### config.mk
export PLATFORM = sky130hd
export DESIGN_NAME = aud_fifo_regif
export DESIGN_NICKNAME = d
export VERILOG_FILES = /design/src/rtl/aud_fifo_regif_pkg.sv /design/src/rtl/aud_tx_fifo.sv /design/src/rtl/aud_regbank.sv /design/src/rtl/aud_fifo_regif.sv
export SDC_FILE = /design/constraint.sdc
export NUM_CORES = 1
export LEC_CHECK = 0
export ABC_AREA = 1
export BUFFER_PORTS_ARGS = -buffer_cell sky130_fd_sc_hd__buf_4
export CORE_ASPECT_RATIO = 0.75
export CORE_MARGIN = 2
export CORE_UTILIZATION = 50
export DETAILED_ROUTE_END_ITERATION = 10
export PLACE_DENSITY = 0.71
export SLEW_MARGIN = 30
export SYNTH_ARGS = -nofsm -noshare
export SYNTH_HDL_FRONTEND = slang
export SYNTH_SLANG_ARGS = --single-unit
### constraint.sdc
create_clock -name clk -period 11.15 [get_ports clk]
set_input_delay 0.5575 -clock clk [delete_from_list [all_inputs] [get_ports clk]]
set_output_delay 0.5575 -clock clk [all_outputs]
set_load 0.02 [all_outputs]
### src/rtl/aud_fifo_regif_pkg.sv
package aud_fifo_regif_pkg;

  localparam int unsigned NUM_REGS = 16;
  localparam int unsigned IDX_W    = 4;

  typedef enum logic [IDX_W-1:0] {
    IDX_CTRL    = 4'd0,
    IDX_FMT0    = 4'd1,
    IDX_FMT1    = 4'd2,
    IDX_TXDATA  = 4'd3,
    IDX_RXDATA  = 4'd4,
    IDX_FIFOCTL = 4'd5,
    IDX_FIFOSTA = 4'd6,
    IDX_DMACTL  = 4'd7,
    IDX_INTSTA  = 4'd8,
    IDX_CLKDIV  = 4'd9,
    IDX_RXCNT   = 4'd10,
    IDX_TXCNT   = 4'd11,
    IDX_TXCHSEL = 4'd12,
    IDX_TXCHMAP = 4'd13,
    IDX_RXCHSEL = 4'd14,
    IDX_RXCHMAP = 4'd15
  } reg_idx_e;

  localparam int unsigned FLUSH_TX_BIT  = 25;
  localparam int unsigned FLUSH_RX_BIT  = 24;
  localparam int unsigned DMA_TX_EN_BIT = 7;

  function automatic logic [31:0] reg_reset(input int unsigned idx);
    case (idx)
      IDX_FMT0:    return 32'h0000_000C;
      IDX_FMT1:    return 32'h0000_4020;
      IDX_FIFOCTL: return 32'h0004_00F0;
      IDX_TXCHSEL: return 32'h0000_0001;
      IDX_TXCHMAP: return 32'h7654_3210;
      IDX_RXCHSEL: return 32'h0000_0001;
      IDX_RXCHMAP: return 32'h0000_3210;
      default:     return 32'h0000_0000;
    endcase
  endfunction

  // Bits that a write stores; zero means the slot holds no storage.
  function automatic logic [31:0] reg_wmask(input int unsigned idx);
    case (idx)
      IDX_CTRL, IDX_FMT0, IDX_FMT1, IDX_DMACTL, IDX_CLKDIV,
      IDX_TXCHSEL, IDX_TXCHMAP, IDX_RXCHSEL, IDX_RXCHMAP:
        return 32'hFFFF_FFFF;
      IDX_FIFOCTL:
        return ~((32'h1 << FLUSH_TX_BIT) | (32'h1 << FLUSH_RX_BIT));
      default:
        return 32'h0000_0000;
    endcase
  endfunction

endpackage

### src/rtl/aud_tx_fifo.sv
module aud_tx_fifo #(
  parameter int unsigned WIDTH = 32,
  parameter int unsigned DEPTH = 8,
  localparam int unsigned PTR_W = (DEPTH > 1) ? $clog2(DEPTH) : 1,
  localparam int unsigned LVL_W = $clog2(DEPTH + 1)
) (
  input  logic             clk,
  input  logic             rst_n,
  input  logic             push,
  input  logic [WIDTH-1:0] push_data,
  input  logic             flush,
  input  logic             pop_ready,
  output logic             head_valid,
  output logic [WIDTH-1:0] head_data,
  output logic [LVL_W-1:0] level,
  output logic [LVL_W-1:0] free
);

  logic [WIDTH-1:0] mem [DEPTH];
  logic [PTR_W-1:0] wr_ptr_q, wr_ptr_d, rd_ptr_q, rd_ptr_d;
  logic [LVL_W-1:0] level_q, level_d;
  logic             push_ok, pop_ok, ptr_en;

  assign push_ok = push && (level_q != LVL_W'(DEPTH));
  assign pop_ok  = pop_ready && (level_q != '0);
  assign ptr_en  = flush || push_ok || pop_ok;

  function automatic logic [PTR_W-1:0] bump(input logic [PTR_W-1:0] p);
    return (p == PTR_W'(DEPTH - 1)) ? '0 : p + 1'b1;
  endfunction

  always_comb begin
    wr_ptr_d = wr_ptr_q;
    rd_ptr_d = rd_ptr_q;
    level_d  = level_q;
    if (flush) begin
      wr_ptr_d = '0;
      rd_ptr_d = '0;
      level_d  = '0;
    end else begin
      if (push_ok) wr_ptr_d = bump(wr_ptr_q);
      if (pop_ok)  rd_ptr_d = bump(rd_ptr_q);
      case ({push_ok, pop_ok})
        2'b10:   level_d = level_q + 1'b1;
        2'b01:   level_d = level_q - 1'b1;
        default: level_d = level_q;
      endcase
    end
  end

  always_ff @(posedge clk or negedge rst_n) begin
    if (!rst_n) begin
      wr_ptr_q <= '0;
      rd_ptr_q <= '0;
      level_q  <= '0;
    end else if (ptr_en) begin
      wr_ptr_q <= wr_ptr_d;
      rd_ptr_q <= rd_ptr_d;
      level_q  <= level_d;
    end
  end

  always_ff @(posedge clk) begin
    if (push_ok && !flush) mem[wr_ptr_q] <= push_data;
  end

  assign head_valid = (level_q != '0);
  assign head_data  = mem[rd_ptr_q];
  assign level      = level_q;
  assign free       = LVL_W'(DEPTH) - level_q;

endmodule

### src/rtl/aud_regbank.sv
module aud_regbank
  import aud_fifo_regif_pkg::*;
#(
  parameter int unsigned LVL_W = 4
) (
  input  logic             clk,
  input  logic             rst_n,
  input  logic             wr_en,
  input  logic             rd_en,
  input  logic [IDX_W-1:0] idx,
  input  logic [31:0]      wdata,
  input  logic [LVL_W-1:0] fifo_level,
  input  logic [LVL_W-1:0] fifo_free,
  input  logic             tx_pop,
  output logic [31:0]      rdata,
  output logic             rvalid,
  output logic [31:0]      ctrl_o,
  output logic [31:0]      fmt0_o,
  output logic [31:0]      clkdiv_o,
  output logic             dma_tx_en,
  output logic [31:0]      tx_cnt
);

  logic [31:0] store_w [NUM_REGS];

  for (genvar i = 0; i < NUM_REGS; i++) begin : g_reg
    localparam logic [31:0] MASK = reg_wmask(i);
    localparam logic [31:0] RSTV = reg_reset(i);
    if (MASK != 32'h0) begin : g_store
      logic [31:0] q, d;
      logic        we;
      assign we = wr_en && (idx == IDX_W'(i));
      assign d  = wdata & MASK;
      always_ff @(posedge clk or negedge rst_n) begin
        if (!rst_n)  q <= RSTV;
        else if (we) q <= d;
      end
      assign store_w[i] = q;
    end else begin : g_none
      assign store_w[i] = 32'h0;
    end
  end

  // transmitted-sample counter: a bus write takes precedence over a consume
  logic [31:0] cnt_q, cnt_d;
  logic        cnt_wr, cnt_en;
  assign cnt_wr = wr_en && (idx == IDX_TXCNT);
  assign cnt_en = cnt_wr || tx_pop;

  always_comb begin
    if (cnt_wr) cnt_d = wdata;
    else        cnt_d = cnt_q + 32'd1;
  end

  always_ff @(posedge clk or negedge rst_n) begin
    if (!rst_n)      cnt_q <= '0;
    else if (cnt_en) cnt_q <= cnt_d;
  end

  logic [31:0] rd_mux, rdata_q;
  logic        rvalid_q;

  always_comb begin
    case (idx)
      IDX_TXCNT:   rd_mux = cnt_q;
      IDX_FIFOSTA: rd_mux = {16'h0, 8'(fifo_free), 8'(fifo_level)};
      default:     rd_mux = store_w[idx];
    endcase
  end

  always_ff @(posedge clk or negedge rst_n) begin
    if (!rst_n) begin
      rdata_q  <= '0;
      rvalid_q <= 1'b0;
    end else begin
      rvalid_q <= rd_en;
      if (rd_en) rdata_q <= rd_mux;
    end
  end

  assign rdata     = rdata_q;
  assign rvalid    = rvalid_q;
  assign ctrl_o    = store_w[IDX_CTRL];
  assign fmt0_o    = store_w[IDX_FMT0];
  assign clkdiv_o  = store_w[IDX_CLKDIV];
  assign dma_tx_en = store_w[IDX_DMACTL][DMA_TX_EN_BIT];
  assign tx_cnt    = cnt_q;

endmodule

### src/rtl/aud_fifo_regif.sv
module aud_fifo_regif
  import aud_fifo_regif_pkg::*;
#(
  parameter int unsigned DEPTH = 8,
  parameter int unsigned BURST = 4,
  localparam int unsigned LVL_W = $clog2(DEPTH + 1)
) (
  input  logic        clk,
  input  logic        rst_n,
  input  logic        bus_sel,
  input  logic        bus_wr,
  input  logic [5:0]  bus_addr,
  input  logic [31:0] bus_wdata,
  output logic [31:0] bus_rdata,
  output logic        bus_rvalid,
  output logic        tx_valid,
  input  logic        tx_ready,
  output logic [31:0] tx_data,
  output logic        tx_dma_req,
  output logic [31:0] cfg_ctrl,
  output logic [31:0] cfg_fmt0,
  output logic [31:0] cfg_clkdiv
);

  // reset: asserted asynchronously, released on the clock
  logic [1:0] rst_sync_q;
  logic       rst_sync_n;
  always_ff @(posedge clk or negedge rst_n) begin
    if (!rst_n) rst_sync_q <= 2'b00;
    else        rst_sync_q <= {rst_sync_q[0], 1'b1};
  end
  assign rst_sync_n = rst_sync_q[1];

  logic [IDX_W-1:0] reg_idx;
  logic             wr_en, rd_en, push, flush_tx, pop;
  logic [LVL_W-1:0] level, free;
  logic             dma_tx_en;
  logic [31:0]      tx_cnt;
  logic             unused_addr;

  assign reg_idx     = bus_addr[5:2];
  assign unused_addr = ^bus_addr[1:0];
  assign wr_en       = bus_sel && bus_wr;
  assign rd_en       = bus_sel && !bus_wr;
  assign push        = wr_en && (reg_idx == IDX_TXDATA);
  assign flush_tx    = wr_en && (reg_idx == IDX_FIFOCTL) && bus_wdata[FLUSH_TX_BIT];
  assign pop         = tx_valid && tx_ready;

  aud_tx_fifo #(.WIDTH(32), .DEPTH(DEPTH)) u_fifo (
    .clk        (clk),
    .rst_n      (rst_sync_n),
    .push       (push),
    .push_data  (bus_wdata),
    .flush      (flush_tx),
    .pop_ready  (tx_ready),
    .head_valid (tx_valid),
    .head_data  (tx_data),
    .level      (level),
    .free       (free)
  );

  aud_regbank #(.LVL_W(LVL_W)) u_regs (
    .clk        (clk),
    .rst_n      (rst_sync_n),
    .wr_en      (wr_en),
    .rd_en      (rd_en),
    .idx        (reg_idx),
    .wdata      (bus_wdata),
    .fifo_level (level),
    .fifo_free  (free),
    .tx_pop     (pop),
    .rdata      (bus_rdata),
    .rvalid     (bus_rvalid),
    .ctrl_o     (cfg_ctrl),
    .fmt0_o     (cfg_fmt0),
    .clkdiv_o   (cfg_clkdiv),
    .dma_tx_en  (dma_tx_en),
    .tx_cnt     (tx_cnt)
  );

  assign tx_dma_req = dma_tx_en && (free >= LVL_W'(BURST));

endmodule

==> Flow_metrics.wiki <==
{| class="wikitable"
! Metric !! Value
|-
| Worst clock skew || 0.0252 ns
|-
| Capture point of the worst path || tx_data[0]
|-
| Max-capacitance violation count || 0
|-
| Number of global-route vias before repair || 21800
|-
| Count of TritonRoute iterations in the first routing pass || 6
|-
| Fraction of registers with async set/reset || 0.607
|-
| Element type at the critical path end || output pin
|-
| Library cell occupying the most area in the post-synthesis netlist || dfrtp_1
|-
| Ant. Diodes || 0
|-
| End of the worst register-to-register path || u_fifo.mem[0][12]
|-
| Dominant register cell in the synthesized netlist || dfrtp_1
|-
| Total of endpoints with negative setup slack in the final report || 0
|-
| Clock root buffer || clkbuf_16
|-
| Insertion delay to the later sink of the worst-skew pair || 0.61 ns
|-
| Unique masters post-synth || 37
|-
| Place WS || 7.77 ns
|-
| Placement-stage cell area || 30300 sq um
|-
| Number of register bits inferred by synthesis || 651
|-
| Syn nets || 3108
|-
| R2R cell count || 8
|-
| Height of the chip || 210 um
|-
| CTS tree || yes
|-
| Site row count || 75
|-
| Power per Cell Area || 224 nW/um^2
|-
| Die X-Extent || 278 um
|-
| Register-to-register setup slack || 8.12 ns
|-
| Clock slew seen by the registers of the worst setup and hold paths || 0.06 ns
|-
| Number of flops mapped to enable cells by yosys || 256
|-
| Resized cells post-CTS || 0
|-
| Most repeated cell in the gate-level netlist after synthesis || nand2_1
|-
| Top cell type's share of synthesized area || 0.326
|-
| Headroom to the max-slew limit || 0.318
|-
| Slew at the pin with the worst max-slew slack || 1.02 ns
|-
| Worst hold start || bus_wdata[4]
|-
| Ports || 206
|-
| Clock buffer count from CTS || 66
|-
| Number of warnings reported in the yosys synthesis log || 0
|-
| Element type at the critical path start || flip-flop
|-
| Die area || 58400 sq um
|-
| Post-Layout Inst Area || 32700 sq um
|-
| Total routed wirelength || 85700 um
|-
| Combined global-route utilization of all metal layers || 0.295
|-
| Post-synthesis average cell area || 9.23 sq um
|-
| Class of the most critical hold timing path || in2reg
|-
| Post-CTS Setup Inserts || 0
|-
| Number of buffers inserted by hold repair at cts || 1
|-
| Placeable core region || 55800 sq um
|-
| Quantity of I/O buffers inserted on ports || 203
|-
| Post-layout worst setup margin || 7.12 ns
|-
| Initial Util || 0.505
|-
| Category of the most critical setup path || reg2out
|-
| Grt ovf || 0
|-
| First-pass GRT wire length || 131000 um
|-
| Post-detail-place hpwl || 54400 um
|-
| Number of vias per cell || 5.79
|-
| Fraction of final layout cells sized beyond drive strength 1 || 0.132
|-
| Antenna violations before repair || 1
|-
| Top achievable clock speed || 248 MHz
|-
| Max-slew violation total from the final report || 0
|-
| Run status || finished, final reports clean
|-
| Worst Setup SP || u_fifo.rd_ptr_q[0]
|-
| Setup TNS || 0 ns
|-
| Synthesized area || 28200 sq um
|-
| Pin count of the biggest net entering global routing || 175
|-
| Relative area change from synthesis to final layout || 15.7%
|-
| Cells taking the most area after synthesis || dfrtp_1 33%, edfxtp_1 27%, nand2_1 13%, o21ai_0 6.3%, nor2_1 4.3%
|-
| Final count of hold timing violations || 0
|-
| Sinks on Clock Net || 651
|-
| Standby leakage power || 0.0141 uW
|-
| Worst path required time || 10.59 ns
|-
| Final core utilization || 0.585
|-
| Post-layout nets || 3223
|-
| Biggest fanout along the worst timing path || 74
|-
| Number of H-tree levels || 3
|-
| GP Congestion || 1.00
|-
| Total via count after detailed routing || 22900
|-
| DR WL/cell || 21.7 um
|-
| Worst path arrival time || 3.47 ns
|-
| Residual DRC || 0
|-
| Critical R2R Launch || u_fifo.level[1]
|-
| Longest Clk Path Bufs || 3
|-
| Unrepaired setup endpoints after global routing || false
|-
| Portion of the post-synthesis area used by sequential elements || 0.624
|-
| Minimum clock period after layout || 4.03 ns
|-
| Largest vdd supply drop || 0.127 mV
|-
| Violation count after the first detailed-route iteration || 2994
|-
| Commonest cells in the synthesized netlist || 986 x nand2_1, 368 x dfrtp_1, 357 x o21ai_0
|-
| Share of the clock period used by the worst path || 0.361
|-
| Mapped Cells || 3058
|-
| Post-route antenna net violation count || 0
|}
## state kept, by name (all words and copies together), names as in the netlist
| register | cells |
|---|---|
| rst_sync_q | 2 |
| u_fifo.level | 4 |
| u_fifo.mem | 256 |
| u_fifo.rd_ptr_q | 3 |
| u_fifo.wr_ptr_q | 3 |
| u_regs.clkdiv_o | 32 |
| u_regs.ctrl_o | 32 |
| u_regs.fmt0_o | 32 |
| u_regs.g.g_store.q | 222 |
| u_regs.rdata | 32 |
| u_regs.rvalid | 1 |
| u_regs.tx_cnt | 32 |
## stage by stage
stage          total power [uW]  instances  hold WS (ns)
3_5_place_dp               4970       3833         0.341
4_1_cts                    7300       3954         0.173
5_1_grt                    7650       3956         0.185
3_3_place_gp               4900       3832         0.339
6_report                   7310       3956         0.183
2_1_floorplan              4240       3058         0.262
## worst max-delay path: stages (launching register included)
cell and delay (ns):
dfrtp_4 0.66, clkinv_2 0.62, buf_4 0.77, nor2_1 0.10, o32ai_1 0.32, nand2_1 0.08, nand2_1 0.12, buf_4 0.15
## report_power, final
part           total, uW  switching (uW)  leakage (uW)  internal (uW)
clock network       2340             920       0.00114           1420
logic               1880            1220       0.00569            660
registers           3090             288       0.00731           2800
total               7310            2430        0.0141           4890
## per-layer routing
layer  up-vias  GRT usage  wire length (um)
met5         -          0                 0
met4         0     0.0863              2130
met3       140     0.0826              9220
met2      1151      0.446             38200
met1     11200      0.418             36200
li1      10400          -                 -
## cells in the final DEF, fill, tap and decap left out, types with 49 or more instances in the layout
| master | count |
|---|---|
| buf_4 | 232 |
| clkbuf_16 | 70 |
| nand4_1 | 49 |
| inv_1 | 147 |
| o32ai_1 | 64 |
| edfxtp_1 | 256 |
| dfrtp_1 | 365 |
| o21ai_1 | 62 |
| o21ai_0 | 357 |
| nor2_1 | 317 |
| nand3_1 | 76 |
| nand2_1 | 980 |
## kinds of logic (layout without fill, tap and decap cells)
logic type,Yosys count,in the layout,share of synthesized area
adders and majority gates,7,7,0.00310
other,1,1,0.000133
AOI/OAI and AO/OA,552,552,0.110
and+or+nand+nor,1486,1486,0.210
buffers and inverters,346,513,0.0483
DFF,651,651,0.624
xor gates and xnor gates,15,15,0.00466
## worst min path at each step
stage / to / cells past startpoint
after CTS: u_fifo.mem[0][4] / 1
after global placement: rst_sync_q[0] / 1
after global routing: u_fifo.mem[0][21] / 1
after floorplan: rst_sync_q[0] / 0
after detailed placement: rst_sync_q[0] / 1
final: u_fifo.mem[4][4] / 1
## final cells by class
cell class	count	area, sq um
inverter	155	583
timing repair buffer	238	1870
tap	731	915
multi-input combinational	2061	9370
fill	4695	23200
clock buffer	101	2000
clock inverter	19	304
sequential	651	17600
(Power assumes the default switching activity.)
